### src/rtl/br_resolve_pkg.sv
package br_resolve_pkg;

    localparam int unsigned INSTR_W = 32;
    localparam int unsigned OPC_W   = 6;
    localparam int unsigned REG_W   = 5;
    localparam int unsigned IMM_W   = 16;
    localparam int unsigned OPC_LSB = 26;
    localparam int unsigned RS_LSB  = 21;
    localparam int unsigned WORD_SH = 2;

    localparam logic [OPC_W-1:0]   OPC_BR_ZERO    = 6'h04;
    localparam logic [OPC_W-1:0]   OPC_BR_NONZERO = 6'h05;
    localparam logic [INSTR_W-1:0] NOP_WORD       = '0;

    typedef enum logic [1:0] {
        BK_NONE    = 2'd0,
        BK_ZERO    = 2'd1,
        BK_NONZERO = 2'd2
    } br_kind_e;

    function automatic br_kind_e classify(input logic [INSTR_W-1:0] instr);
        logic [OPC_W-1:0] opc;
        opc = instr[OPC_LSB +: OPC_W];
        if (opc == OPC_BR_ZERO)         return BK_ZERO;
        else if (opc == OPC_BR_NONZERO) return BK_NONZERO;
        else                            return BK_NONE;
    endfunction

endpackage

### src/rtl/br_cond_eval.sv
module br_cond_eval
    import br_resolve_pkg::*;
#(
    parameter int unsigned XLEN = 32
) (
    input  br_kind_e          kind,
    input  logic [XLEN-1:0]   value,
    output logic              taken
);

    logic is_zero;

    always_comb begin
        is_zero = (value == '0);
        unique case (kind)
            BK_ZERO:    taken = is_zero;
            BK_NONZERO: taken = !is_zero;
            default:    taken = 1'b0;
        endcase
    end

endmodule

### src/rtl/br_target_add.sv
module br_target_add
    import br_resolve_pkg::*;
#(
    parameter int unsigned XLEN  = 32,
    parameter int unsigned OFF_W = IMM_W,
    parameter int unsigned SHIFT = WORD_SH
) (
    input  logic [XLEN-1:0]  base,
    input  logic [OFF_W-1:0] offset,
    output logic [XLEN-1:0]  target
);

    localparam int unsigned EXT_W = XLEN - OFF_W - SHIFT;

    logic [XLEN-1:0] scaled;

    generate
        if (SHIFT > 0) begin : g_shift
            assign scaled = {{EXT_W{offset[OFF_W-1]}}, offset, {SHIFT{1'b0}}};
        end else begin : g_noshift
            assign scaled = {{EXT_W{offset[OFF_W-1]}}, offset};
        end
    endgenerate

    assign target = base + scaled;

endmodule

### src/rtl/br_resolve_unit.sv
module br_resolve_unit
    import br_resolve_pkg::*;
#(
    parameter int unsigned     XLEN     = 32,
    parameter logic [XLEN-1:0] RESET_PC = '0
) (
    input  logic                clk,
    input  logic                rst_n,
    input  logic                delay_mode,
    input  logic [INSTR_W-1:0]  fetch_instr,
    input  logic [XLEN-1:0]     rs_value,
    output logic [XLEN-1:0]     fetch_pc,
    output logic [REG_W-1:0]    rs_idx,
    output logic [INSTR_W-1:0]  dec_instr,
    output logic [XLEN-1:0]     dec_pc4,
    output logic                br_take,
    output logic                br_flush,
    output logic [XLEN-1:0]     next_pc
);

    localparam logic [XLEN-1:0] STEP = XLEN'(4);

    typedef struct packed {
        logic [XLEN-1:0]    pc;
        logic [INSTR_W-1:0] instr;
        logic [XLEN-1:0]    pc4;
    } front_t;

    front_t   st_d, st_q;
    br_kind_e kind;
    logic     cond_taken;
    logic [XLEN-1:0] tgt;
    logic [XLEN-1:0] seq_pc;

    assign kind = classify(st_q.instr);

    br_cond_eval #(.XLEN(XLEN)) u_cond (
        .kind  (kind),
        .value (rs_value),
        .taken (cond_taken)
    );

    br_target_add #(.XLEN(XLEN), .OFF_W(IMM_W), .SHIFT(WORD_SH)) u_tgt (
        .base   (st_q.pc4),
        .offset (st_q.instr[IMM_W-1:0]),
        .target (tgt)
    );

    always_comb begin
        seq_pc   = st_q.pc + STEP;
        br_take  = cond_taken;
        br_flush = cond_taken && !delay_mode;
        next_pc  = cond_taken ? tgt : seq_pc;

        st_d       = st_q;
        st_d.pc    = next_pc;
        st_d.pc4   = seq_pc;
        st_d.instr = br_flush ? NOP_WORD : fetch_instr;
    end

    always_ff @(posedge clk) begin
        if (!rst_n) begin
            st_q.pc    <= RESET_PC;
            st_q.instr <= NOP_WORD;
            st_q.pc4   <= '0;
        end else begin
            st_q <= st_d;
        end
    end

    assign fetch_pc  = st_q.pc;
    assign dec_instr = st_q.instr;
    assign dec_pc4   = st_q.pc4;
    assign rs_idx    = st_q.instr[RS_LSB +: REG_W];

endmodule

### config.mk
export PLATFORM = sky130hd
export DESIGN_NAME = br_resolve_unit
export DESIGN_NICKNAME = d
export VERILOG_FILES = /design/src/rtl/br_resolve_pkg.sv /design/src/rtl/br_cond_eval.sv /design/src/rtl/br_target_add.sv /design/src/rtl/br_resolve_unit.sv
export SDC_FILE = /design/constraint.sdc
export NUM_CORES = 1
export LEC_CHECK = 0
export ABC_AREA = 0
export CELL_PAD_IN_SITES_DETAIL_PLACEMENT = 1
export CELL_PAD_IN_SITES_GLOBAL_PLACEMENT = 2
export CORE_ASPECT_RATIO = 0.8
export CORE_MARGIN = 5
export CORE_UTILIZATION = 25
export DETAILED_ROUTE_END_ITERATION = 8
export HOLD_SLACK_MARGIN = 0.12
export MAX_ROUTING_LAYER = met4
export PLACE_DENSITY_LB_ADDON = 0.1
export SLEW_MARGIN = 10
export SYNTH_ARGS = -nofsm -noshare
export SYNTH_HDL_FRONTEND = slang
export SYNTH_SLANG_ARGS = --single-unit
export TNS_END_PERCENT = 5
### constraint.sdc
create_clock -name clk -period 3.97 [get_ports clk]
set_input_delay 0.5955 -clock clk [delete_from_list [all_inputs] [get_ports clk]]
set_output_delay 0.5955 -clock clk [all_outputs]
set_load 0.01 [all_outputs]
# ---- Word-level counts from Yosys, hierarchy flattened
# Cells that the tools add are included.
dict set report totals {
  regBits 96
  inputBits 67
  output_inout_bits 135
}
dict set report op_classes {
  muxes 4
  eq_ne 4
  bitwise 1
  n_reduce_logical 5
  addsub 2
}
# cell count
set ops {}
lappend ops {{32-bit by 3-bit adder with 32-bit output, second input constant} 1}
lappend ops {{32-bit adder} 1}
lappend ops {{32-bit zero test} 1}
lappend ops {{32-bit two-way mux} 1}
lappend ops {{6-bit by 3-bit equality test with 1-bit output, second input constant} 2}
lappend ops {{2-bit two-way mux} 2}
lappend ops {{2-bit by 1-bit equality test with 1-bit output, second input constant} 1}
lappend ops {{2-bit equality test, second input constant} 1}
lappend ops {{1-bit zero test} 2}
lappend ops {{1-bit one-hot mux with 2 select lines} 1}
lappend ops {{2-bit OR reduction} 1}
lappend ops {{1-bit logical AND} 1}
lappend ops {{1-bit inverter} 1}

# ---- Depth between registers and ports, before layout
# Gate-level depths: netlist of the first run.
dict set report depth {
  ltp_word 7
  depth_mapped 10
  mapped_depth_nobuf 10
}

# ---- By module
# A second synthesis of the first run with hierarchy kept.
dict set report hier_totals {
  cells_unflattened 639
  area_unflattened_um2 5516.5
}
# module area_per_inst_um2 seq_area_each_um2 instances cells_per_inst
set by_module_without_submodules {}
lappend by_module_without_submodules {br_resolve_unit 3828.7 1921.8 1 406}
lappend by_module_without_submodules {br_target_add 1575.3 0.0 1 219}
lappend by_module_without_submodules {br_cond_eval 112.6 0.0 1 14}

# ---- Least setup slack after synthesis of the first run
# OpenSTA, ideal clock, no wires.
dict set report synth_path {
  kind {register to output}
  startpoint {register st_q, in the netlist dec_instr[15]}
  endpoint {output port next_pc[31]}
  t_required_ns 3.374
  path_stages_with_launch 10
  path_slack_ns 0.670
  t_arrival_ns 2.704
  path_cell_list {dfxtp_1 ha_1 buf_2 a21o_1 a31oi_1 o211ai_1 o211a_1 o31a_1 o2111a_1 nor3_1}
}
dict set report synth_between {
  elab_chain_cells 2
}
# element line
set synth_lines {}
lappend synth_lines {{start: declaration} br_resolve_unit.sv:29} ;# front_t st_d, st_q;
lappend synth_lines {{start signal: assignment} br_resolve_unit.sv:67} ;# st_q <= st_d;
lappend synth_lines {{32-bit adder} br_target_add.sv:25} ;# assign target = base + scaled;
lappend synth_lines {{32-bit two-way mux} br_resolve_unit.sv:53} ;# next_pc = cond_taken ? tgt : seq_pc;
lappend synth_lines {{end: declaration} br_resolve_unit.sv:18} ;# output logic [XLEN-1:0] next_pc
# Every way passes these cells.

# ---- Worst setup path after layout of the first run
dict set report layout_path {
  startpoint {register st_q, in the netlist dec_instr[9]}
  endpoint {output port next_pc[30]}
}
# The elaborated chain is that of the path after synthesis.

==> metrics.txt, run 1 <==
routed vias/inst=4.69; # diodes=0; Syn-to-layout area delta=56.1%; CTS root buf=clkbuf_16; Syn Nets=692; H-tree depth=3; ANT nets after route=0; RSZ-0062 raised after global routing=true; CP cell instances=ha_2, a21o_1, a21o_1, a221o_1, nor2_4, o21ai_2, a211oi_2, xnor2_2, o21a_1, clkdlybuf4s50_1; fillcell total=2321; die footprint=23500 um2; Worst-path clk slew=0.07 ns; CTS tree=built; Worst path max stage delay=0.55 ns; CTS buffer count=9; kind of cell adding the most delay to the critical path=compound AO/OA/AOI/OAI gates; wire per inst=18.6 um; worst reg2reg setup slack=1.21 ns; FF-to-FF path depth=10; antenna violations before repair=0; Crit Path Class=reg2out; Syn. warnings=0; number of synthesized flops with an enable pin=0; Slew headroom=0.516; Final Skew=0.00912 ns; status=completed; Clk pwr share=0.404; crit path time final=3.95 ns; commonest non-fill, non-tap cell in the layout=clkdlybuf4s50_1; via count=5032; Synth top area share=0.375; R2R Path End=fetch_pc[29]$_SDFF_PN0_; switching share of power=0.260; grt met2 use=0.264; GPL Wtd Cong=0.829; Tot GR Track Use=0.172; worst setup path start=dec_instr[9]$_SDFF_PP0_; Clock Sinks=96; Final #Nets=903; cell mode on critical path=a21o_1; first-pass iteration count of the detailed router=4; Pins Over Slew Limit=0; Seq/Total Area, Yosys=0.375; Port Buffer Count=201; Fmax=253 MHz; Synth Register Bits=96; DP HPWL=16000 um; commonest non-fill, non-tap cells in the layout=195 x clkdlybuf4s50_1, 95 x dfxtp_1, 65 x nor2_1, 61 x and2_1, 47 x nand2_1; max-cap violation count=0; cell area after synthesis=5130 um2; nature of the critical path startpoint=register; fin area=8000 um2; worst slack, placed=0.00428 ns; clk buf depth=2; Fin. Hold Viols=0; endpoints failing setup=0; Post-Synthesis Cells=594; synthesized area per cell=8.63 um2; min-delay src=fetch_pc[2]$_SDFF_PN0_; Starting Density=0.257; WL final=20000 um; power per cell area=287 nW/um2; crit path max-delay cell type=clkdlybuf4s50_1; DR DRC count=0; sw power=596 uW; hold endpoint=dec_pc4[2]$_SDFF_PN0_; Reg area=1930 um2; Int Power=1.70 mW; main area contributors after synthesis=dfxtp_1 37%, and2_1 7.4%, ha_1 7.3%, nor2_1 5.0%, xor2_1 4.3%; io pins=202; Most used DFF post-synth=dfxtp_1; CP arrival=3.36 ns; M1 GR Usage=0.231; clk_lat worst skew=0.35 ns; routing usage on met3=0.0482; first-pass GRT wire length=31300 um; Yosys cell types=61; Tcrit/Tclk final=0.996; CTS hold repair buffers=0; Final WS setup=0.0159 ns; Comb power frac=0.153; Flop pwr share=0.443; grt peak-use layer=met2; area of the core=20000 um2; min-delay worst type=reg2reg; GRT overflow=0; die height=138 um; cell row count=46; multi-input logic area=3150 um2; crit path buf inv count=1; die width=170 um; worst path required time=3.37 ns; post-synthesis async set-or-reset flop share=0; reg2reg start=dec_pc4[6]$_SDFF_PN0_; Crit Path Max Fanout=7; leading area contributor after synthesis=dfxtp_1; Slew @ Worst Pin=0.721 ns; area post-placement=7530 um2; Hold Path Cell Cnt=1; Critical Path End Type=output pin; Post-Place Cells=1055; Worst VDD drop=0.151 mV; initial DRC count=148; leak pwr=3.39 nW; vias in the first global route=5536; Finished Layout Cells=1074; TNS Setup=0 ns; share of cells above drive strength 1=0.111; pin count of the biggest net entering global routing=32
-- logic make-up after synthesis --
logic type      count (synthesis)  synth area share
buf+inv                        42            0.0386
flops                          96             0.375
mux                             6            0.0120
fa+ha+maj                      31            0.0771
simple gates                  256             0.262
compound gates                114             0.151
xor+xnor                       49            0.0837
-- final cells by class --
class / count / area share
flip-flops and latches: 96 / 0.241
clock buffers: 11 / 0.0303
multi-input cells: 456 / 0.393
repair buffers: 231 / 0.282
clock inverters: 5 / 0.00797
well taps: 264 / 0.0413
inverters: 11 / 0.00516
-- Yosys cell counts (3+ instances only) --
| cell type | instances |
|---|---|
| dfxtp_1 | 96 |
| nor2_1 | 68 |
| and2_1 | 61 |
| nand2_1 | 48 |
| a21oi_1 | 34 |
| ha_1 | 30 |
| xor2_1 | 25 |
| xnor2_1 | 24 |
| clkbuf_1 | 19 |
| a21o_1 | 18 |
| nand3_1 | 13 |
| nand4_1 | 12 |
| nor4_1 | 11 |
| o21ai_0 | 11 |
| inv_1 | 10 |
| nor3_1 | 10 |
| o21a_1 | 9 |
| buf_4 | 8 |
| a211oi_1 | 6 |
| o211a_1 | 6 |
| mux2i_1 | 5 |
| a31oi_1 | 4 |
| and3_1 | 4 |
| nand2b_1 | 4 |
| or2_2 | 4 |
| nor2b_1 | 3 |
| or3_1 | 3 |
-- layer usage --
metal	vias up	routed length, um
met2	136	8890
met3	11	1390
li1	2475	-
met1	2410	9570
met5	-	0
met4	0	167
-- metrics by stage --
step,power (mW),hold slack [ns],utilization
floorplan,1.18,0.454,-
global placement,1.39,0.468,0.377
detailed placement,1.39,0.474,0.377
CTS,2.34,0.497,0.395
global route,2.40,0.508,0.401
finish,2.30,0.492,0.401
-- timing repair --
item,4_1_cts,5_1_grt
setup endpoints to repair,14,14
gates resized for setup,15,27
pin swaps,1,8
buffers inserted,0,3
-- power by group through the flow --
stage | registers (mW) | logic, mW | clock network [mW]
finish | 1.02 | 0.352 | 0.928
global route | 1.02 | 0.381 | 0.997
CTS | 1.02 | 0.354 | 0.962
detailed placement | 1.04 | 0.349 | 0
global placement | 1.04 | 0.348 | 0
floorplan | 1.05 | 0.126 | 0
-- flip-flops by register name, indices dropped and copies added (netlist names) --
register	flops
dec_instr	32
fetch_pc	32
dec_pc4	32
-- worst reg2reg max path: cells and delay by family (launching register included) --
kind / cells / cell delay, ns
and+or+nand+nor: 1 / 0.23
DFF: 1 / 0.35
buffers and inverters: 1 / 0.14
AOI/OAI and AO/OA: 6 / 1.23
adders and majority gates: 1 / 0.32
muxes: 1 / 0.38
-- worst max path at each step --
stage | to | cells past startpoint | slack [ns]
finish | next_pc[30] | 10 | 0.02
global placement | next_pc[27] | 10 | 0.03
CTS | next_pc[28] | 10 | -0.11
global route | next_pc[30] | 11 | -0.14
detailed placement | next_pc[27] | 10 | 0.004
floorplan | next_pc[31] | 9 | 0.67
Power figures use the tool's default switching activity.
==> run 2: changes to the inputs <==
--- a/config.mk
+++ b/config.mk
@@ -6,6 +6,7 @@
 export NUM_CORES = 1
 export LEC_CHECK = 0
 export ABC_AREA = 0
+export CAP_MARGIN = 25
 export CELL_PAD_IN_SITES_DETAIL_PLACEMENT = 1
 export CELL_PAD_IN_SITES_GLOBAL_PLACEMENT = 2
 export CORE_ASPECT_RATIO = 0.8
==> results of run 2 <==
The final DEF is identical to that of run 1; final timing and power are the same.
==> run 3: changes to the inputs <==
--- a/config.mk
+++ b/config.mk
@@ -6,12 +6,13 @@
 export NUM_CORES = 1
 export LEC_CHECK = 0
 export ABC_AREA = 0
-export CAP_MARGIN = 25
+export CAP_MARGIN = 20
 export CELL_PAD_IN_SITES_DETAIL_PLACEMENT = 1
 export CELL_PAD_IN_SITES_GLOBAL_PLACEMENT = 2
 export CORE_ASPECT_RATIO = 0.8
 export CORE_MARGIN = 5
 export CORE_UTILIZATION = 25
+export CTS_CLUSTER_SIZE = 14
 export DETAILED_ROUTE_END_ITERATION = 8
 export HOLD_SLACK_MARGIN = 0.12
 export MAX_ROUTING_LAYER = met4
==> results of run 3 <==
The final DEF is identical to that of run 1; final timing and power are the same.
